[src/rtl/pwm3_pkg.sv]
package pwm3_pkg;

   typedef enum logic {
      DIR_UP = 1'b0,
      DIR_DN = 1'b1
   } cnt_dir_e;

   typedef enum logic [1:0] {
      SEL_PERIOD = 2'd0,
      SEL_GUARD  = 2'd1,
      SEL_RUN    = 2'd2,
      SEL_NONE   = 2'd3
   } cfg_sel_e;

endpackage

[src/rtl/pwm3_cfg.sv]
module pwm3_cfg
   import pwm3_pkg::*;
#(
   parameter int CNT_W      = 12,
   parameter int DT_W       = 5,
   parameter int PERIOD_RST = 1800,
   parameter int DEAD_RST   = 14
) (
   input  logic             clk,
   input  logic             rst_n,
   input  logic             we,
   input  logic [1:0]       addr,
   input  logic [CNT_W-1:0] wdata,
   output logic [CNT_W-1:0] period_q,
   output logic [DT_W-1:0]  dead_q,
   output logic             en_q
);

   localparam logic [CNT_W-1:0] PER_MIN = CNT_W'(2);

   cfg_sel_e sel;
   assign sel = cfg_sel_e'(addr);

   always_ff @(posedge clk or negedge rst_n) begin
      if (!rst_n) begin
         period_q <= CNT_W'(PERIOD_RST);
         dead_q   <= DT_W'(DEAD_RST);
         en_q     <= 1'b0;
      end else if (we) begin
         unique case (sel)
            SEL_PERIOD: period_q <= (wdata < PER_MIN) ? PER_MIN : wdata;
            SEL_GUARD:  dead_q   <= wdata[DT_W-1:0];
            SEL_RUN:    en_q     <= wdata[0];
            default:    ;
         endcase
      end
   end

endmodule

[src/rtl/pwm3_updown.sv]
module pwm3_updown
   import pwm3_pkg::*;
#(
   parameter int CNT_W = 12
) (
   input  logic             clk,
   input  logic             rst_n,
   input  logic             en,
   input  logic [CNT_W-1:0] period_in,
   output logic [CNT_W-1:0] cnt_q,
   output logic [CNT_W-1:0] per_act,
   output logic             load,
   output logic             apex
);

   cnt_dir_e dir_q;

   assign load = (cnt_q == '0);
   assign apex = en && (dir_q == DIR_UP) && (cnt_q == per_act);

   always_ff @(posedge clk or negedge rst_n) begin
      if (!rst_n) begin
         cnt_q   <= '0;
         dir_q   <= DIR_UP;
         per_act <= CNT_W'(2);
      end else if (!en) begin
         cnt_q   <= '0;
         dir_q   <= DIR_UP;
         per_act <= period_in;
      end else if (load) begin
         per_act <= period_in;
         cnt_q   <= CNT_W'(1);
         dir_q   <= DIR_UP;
      end else if (dir_q == DIR_UP) begin
         if (cnt_q == per_act) begin
            dir_q <= DIR_DN;
            cnt_q <= cnt_q - 1'b1;
         end else begin
            cnt_q <= cnt_q + 1'b1;
         end
      end else begin
         cnt_q <= cnt_q - 1'b1;
      end
   end

endmodule

[src/rtl/pwm3_deadband.sv]
module pwm3_deadband #(
   parameter int DT_W = 5
) (
   input  logic            clk,
   input  logic            rst_n,
   input  logic            raw,
   input  logic            allow,
   input  logic [DT_W-1:0] dead,
   output logic            hi,
   output logic            lo
);

   localparam logic [DT_W-1:0] AGE_MAX = '1;

   logic            raw_d;
   logic [DT_W-1:0] age_q;
   logic [DT_W-1:0] age_c;
   logic            settled;

   // cycles the raw level has held, restarted by every edge
   assign age_c   = (raw != raw_d) ? '0 : age_q;
   assign settled = (age_c >= dead);

   always_ff @(posedge clk or negedge rst_n) begin
      if (!rst_n) begin
         raw_d <= 1'b0;
         age_q <= '0;
         hi    <= 1'b0;
         lo    <= 1'b0;
      end else begin
         raw_d <= raw;
         if (!allow) begin
            age_q <= '0;
            hi    <= 1'b0;
            lo    <= 1'b0;
         end else begin
            age_q <= (age_c == AGE_MAX) ? age_c : age_c + 1'b1;
            hi    <= raw && settled;
            lo    <= !raw && settled;
         end
      end
   end

endmodule

[src/rtl/pwm3_leg.sv]
module pwm3_leg #(
   parameter int CNT_W = 12,
   parameter int DT_W  = 5
) (
   input  logic             clk,
   input  logic             rst_n,
   input  logic             en,
   input  logic             allow,
   input  logic             load,
   input  logic [CNT_W-1:0] cnt,
   input  logic [CNT_W-1:0] per_act,
   input  logic [CNT_W-1:0] cmp_in,
   input  logic [DT_W-1:0]  dead,
   output logic             hi,
   output logic             lo
);

   logic [CNT_W-1:0] cmp_act;
   logic             raw_q;

   always_ff @(posedge clk or negedge rst_n) begin
      if (!rst_n) begin
         cmp_act <= '0;
         raw_q   <= 1'b0;
      end else begin
         if (load) cmp_act <= cmp_in;
         // full-period compare pins the leg high with no notch at the apex
         raw_q <= en && ((cmp_act >= per_act) || (cnt < cmp_act));
      end
   end

   pwm3_deadband #(.DT_W(DT_W)) u_db (
      .clk   (clk),
      .rst_n (rst_n),
      .raw   (raw_q),
      .allow (allow),
      .dead  (dead),
      .hi    (hi),
      .lo    (lo)
   );

endmodule

[src/rtl/pwm3_bridge.sv]
module pwm3_bridge
   import pwm3_pkg::*;
#(
   parameter int CNT_W      = 12,
   parameter int DT_W       = 5,
   parameter int PERIOD_RST = 1800,
   parameter int DEAD_RST   = 14
) (
   input  logic             clk,
   input  logic             rst_n,
   input  logic             cfg_we,
   input  logic [1:0]       cfg_addr,
   input  logic [CNT_W-1:0] cfg_wdata,
   input  logic [CNT_W-1:0] cmp_a,
   input  logic [CNT_W-1:0] cmp_b,
   input  logic [CNT_W-1:0] cmp_c,
   input  logic             pwm_off,
   output logic [2:0]       gate_hi,
   output logic [2:0]       gate_lo,
   output logic             adc_trig
);

   localparam int NPH = 3;

   generate
      if (CNT_W < 3) begin : g_bad_cnt_w
         $error("pwm3_bridge: CNT_W must be at least 3");
      end
      if (DT_W < 1 || DT_W > CNT_W) begin : g_bad_dt_w
         $error("pwm3_bridge: DT_W must lie in 1..CNT_W");
      end
      if (PERIOD_RST < 2 || PERIOD_RST >= (1 << CNT_W)) begin : g_bad_per
         $error("pwm3_bridge: PERIOD_RST out of range");
      end
      if (DEAD_RST < 0 || DEAD_RST >= (1 << DT_W)) begin : g_bad_dead
         $error("pwm3_bridge: DEAD_RST out of range");
      end
   endgenerate

   logic [CNT_W-1:0] period_q;
   logic [DT_W-1:0]  dead_q;
   logic             en_q;
   logic [CNT_W-1:0] cnt_q;
   logic [CNT_W-1:0] per_act;
   logic             load;
   logic             apex;
   logic             allow;
   logic             trig_p1;
   logic [CNT_W-1:0] cmp_in [NPH];

   assign cmp_in[0] = cmp_a;
   assign cmp_in[1] = cmp_b;
   assign cmp_in[2] = cmp_c;
   assign allow     = en_q && !pwm_off;

   pwm3_cfg #(
      .CNT_W(CNT_W), .DT_W(DT_W), .PERIOD_RST(PERIOD_RST), .DEAD_RST(DEAD_RST)
   ) u_cfg (
      .clk      (clk),
      .rst_n    (rst_n),
      .we       (cfg_we),
      .addr     (cfg_addr),
      .wdata    (cfg_wdata),
      .period_q (period_q),
      .dead_q   (dead_q),
      .en_q     (en_q)
   );

   pwm3_updown #(.CNT_W(CNT_W)) u_cnt (
      .clk       (clk),
      .rst_n     (rst_n),
      .en        (en_q),
      .period_in (period_q),
      .cnt_q     (cnt_q),
      .per_act   (per_act),
      .load      (load),
      .apex      (apex)
   );

   generate
      for (genvar g = 0; g < NPH; g++) begin : g_leg
         pwm3_leg #(.CNT_W(CNT_W), .DT_W(DT_W)) u_leg (
            .clk     (clk),
            .rst_n   (rst_n),
            .en      (en_q),
            .allow   (allow),
            .load    (load),
            .cnt     (cnt_q),
            .per_act (per_act),
            .cmp_in  (cmp_in[g]),
            .dead    (dead_q),
            .hi      (gate_hi[g]),
            .lo      (gate_lo[g])
         );
      end
   endgenerate

   // two stages, matching compare register plus gate register
   always_ff @(posedge clk or negedge rst_n) begin
      if (!rst_n) begin
         trig_p1  <= 1'b0;
         adc_trig <= 1'b0;
      end else begin
         trig_p1  <= apex;
         adc_trig <= en_q && trig_p1;
      end
   end

endmodule

[config.mk]
export PLATFORM = sky130hd
export DESIGN_NAME = pwm3_bridge
export DESIGN_NICKNAME = d
export VERILOG_FILES = /design/src/rtl/pwm3_pkg.sv /design/src/rtl/pwm3_cfg.sv /design/src/rtl/pwm3_updown.sv /design/src/rtl/pwm3_deadband.sv /design/src/rtl/pwm3_leg.sv /design/src/rtl/pwm3_bridge.sv
export SDC_FILE = /design/constraint.sdc
export NUM_CORES = 1
export LEC_CHECK = 0
export CORE_AREA = 10 10 173 175
export DETAILED_ROUTE_END_ITERATION = 8
export DIE_AREA = 0 0 183 185
export PLACE_DENSITY = 0.46
export SYNTH_ARGS = -nofsm -noshare
export SYNTH_HDL_FRONTEND = slang
export SYNTH_SLANG_ARGS = --single-unit
[constraint.sdc]
create_clock -name clk -period 1.9 [get_ports clk]
set_input_delay 0.38 -clock clk [delete_from_list [all_inputs] [get_ports clk]]
set_output_delay 0.38 -clock clk [all_outputs]
set_load 0.05 [all_outputs]
==> results.toml <==
[outcome]
status = "complete, but fails checks"
violations = "setup timing"

[power]
clkPwrFrac = 0.216
p_seq_frac = 0.353
p_per_area_mw_per_mm2 = 876
power_frac_comb = 0.431
p_sw_mw = 3.05
power.leakage_nw = 4.57
sw_frac_of_total = 0.359
ir_worst_vdd_mv = 0.407
finalPower_mw = 8.50
internal-power_mw = 5.45

[finish]
instances_no_fill = 1177
nets = 971
final.fill_count = 2693
area_growth_pct = 48.5
antenna_cells = 0
design_area_mm2 = 0.00971
drive_above_1_share = 0.390

[timing]
hold_viol_final = 0
relSlewSlack = 0.657
worst_slack_ns = -0.116
skew_ns = 0.00894
max_freq_ghz = 0.496
hold_ws_ns = 0.485
min_period_over_period = 1.06
maxSlewViolCount = 0
worst_pin_slew_ns = 0.513
tns_ns = -2.21
rsz0062_at_grt = "yes"
layout_min_cycle_time_ns = 2.02
report.final.setup_viol = 60

[clock_tree]
clk_latency_ns = 0.36
numCtsBuffers = 9
cts.root.buffer_cell = "clkbuf_16"
tritoncts = "done"
cts_sinks = 108
clock_path_buffers = 2
path_clk_slew_ns = 0.08
cts.htree.levels = 3

[global_routing]
antenna_found_initial = 0
grt_pass1_wl_um = 29500
grt_max_degree = 49
grt_pass1_vias = 5319
grt_overflow = 0
grt_usage = 0.112

[setup_path]
reg2reg_slack_ns = -0.12
end_kind = "flop"
timing.rr.start = "u_cnt.cnt_q[5]"
path_cells = "buf_4 > nor4_4 > nand3b_4 > or3_4 > nand2_8 > mux2_4"
required_ns = 2.15
crit_path_start_kind = "flop"
r2r_cells = 6
critPathKind = "flop to flop"
r2r-end = "u_cnt.per_act[0]"
max_stage_delay_ns = 0.43
arrival_ns = 2.26
cp_max_fo = 6
cp_slowest_cell = "dfrtp_2"

[drt]
routed_via_density = 4.50
drc = 0
drt_iter0_drc = 229
routedWlPerCell_um = 16.8
dr.pass1.iters = 4
dr_total_vias = 5293
ant_nets = 0
drt_wl_total_um = 19800

[yosys]
synth.top_cell.area_share = 0.382
ys_warn_count = 0
yosys-top-cells-area = "dfrtp_1 38%, ha_1 16%, nand2_1 4.1%"
yosysSeqAreaShare = 0.415
synth_cell_types = 55
synth.most_common_cell = "dfrtp_1"
ys_ff_latch = 108
synth_edf_count = 0
async_reset_ff_frac = 1.00
synth_top_area_cell = "dfrtp_1"
synth_flop_cell = "dfrtp_1"
synth_cells = 664
synth_fp_nets = 804
syn_avg_cell_area_um2 = 9.85
syn_area_mm2 = 0.00654
synthTopCellsByCount = "100 x dfrtp_1, 86 x ha_1, 71 x nand2_1"

[floorplan]
io_pins = 61
dieArea_mm2 = 0.0339
die_width_um = 183
start_util = 0.246
fp-row-count = 60
die_h_um = 185
core_region_area_mm2 = 0.0266

[placement]
dp_cells = 1127
gp_congestion = 0.801
port_buffers = 60
place_area_mm2 = 0.00813
dp_hpwl_um = 14300

[flow_run]
cap_violations = 0

[hold_path]
hold_path.class = "input pin to async pin"
[metal layers]
layer	vias to the layer above	global-route usage	wire length (µm)
met1	2545	0.150	9280
met2	94	0.179	9450
met5	-	0	0
li1	2641	-	-
met3	13	0.0282	880
met4	0	0.0213	189
[kinds of logic (layout without fill, tap and decap cells)]
logic type	count (synthesis)	after routing	share of synthesized area
AO/OA/AOI/OAI	133	133	0.118
AND/OR/NAND/NOR	188	188	0.148
adder cells (fa/ha/maj)	89	89	0.169
XOR/XNOR	32	32	0.0428
buffers and inverters	87	259	0.0633
flip-flops	108	108	0.415
multiplexers	27	27	0.0444
[metrics by stage]
stage,setup slack (ns),utilization
after floorplan,-0.0412,-
after global placement,-0.130,0.306
after detailed placement,-0.128,0.306
after CTS,-0.0816,0.325
after global routing,-0.235,0.365
final,-0.116,0.365
[state kept, by name, indices dropped and copies added (netlist names), 3 cells and up]
| signal | count |
|---|---|
| g_leg.u_leg.u_db.lo | 3 |
| g_leg.u_leg.u_db.raw_d | 3 |
| g_leg.u_leg.cmp_act | 36 |
| g_leg.u_leg.u_db.hi | 3 |
| g_leg.u_leg.raw_q | 3 |
| u_cnt.per_act | 12 |
| u_cfg.dead_q | 5 |
| g_leg.u_leg.u_db.age_q | 15 |
| u_cnt.cnt_q | 12 |
| u_cfg.period_q | 12 |
[final cells by class]
type	instances	area [µm²]	share of cell area
flip-flops and latches	108	2730	0.281
multi-input cells	469	4210	0.433
repair buffers	181	1840	0.190
inverters	62	235	0.0242
clock inverters	5	35.0	0.00361
well taps	341	427	0.0439
clock buffers	11	243	0.0250
[worst max-delay path: cells and delay by family (launching register included)]
| kind | cells | cell delay (ns) |
|---|---|---|
| AND/OR/NAND/NOR | 4 | 1.01 |
| flip-flops | 1 | 0.43 |
| multiplexers | 1 | 0.31 |
| buffers and inverters | 1 | 0.15 |
[cell usage in the layout, fill, tap and decap left out, types with 24 or more instances in the layout]
cell             netlist  layout
dfrtp_1              100      90
buf_4                  7      88
ha_1                  86      76
inv_1                 62      58
clkdlybuf4s50_1        0      52
o21ai_1                7      27
nand2_4                1      27
nor2_1                29      25
o21ai_2                0      25
nand2_1               71      24
[worst max path at each step]
stage	start	to	slack (ns)	cells past startpoint
floorplan	g_leg[0].u_leg.raw_q	g_leg[0].u_leg.u_db.hi	-0.04	9
global placement	g_leg[0].u_leg.raw_q	g_leg[0].u_leg.u_db.hi	-0.13	9
detailed placement	g_leg[0].u_leg.raw_q	g_leg[0].u_leg.u_db.hi	-0.13	9
finish	u_cnt.cnt_q[5]	u_cnt.per_act[0]	-0.12	6
CTS	g_leg[0].u_leg.raw_q	g_leg[0].u_leg.u_db.hi	-0.08	9
global route	g_leg[0].u_leg.raw_q	g_leg[0].u_leg.u_db.hi	-0.23	9
[timing repair]
action                                  CTS  global route
cloned                                    1            10
resized for setup                        35           230
hold buffers                              1             0
pin swaps                                35            85
endpoints found under the setup margin   67            82
buffers inserted                         11            12
endpoints found under the hold margin    22             0
[power groups by stage]
stage,Sequential (mW),Clock [mW],Combinational (mW)
after floorplan,2.92,0,1.57
final,3.00,1.84,3.66
after detailed placement,3.01,0,2.69
after global placement,3.02,0,2.68
after CTS,2.99,1.91,2.93
after global routing,3.06,1.99,4.09
(Power assumes the default switching activity.)
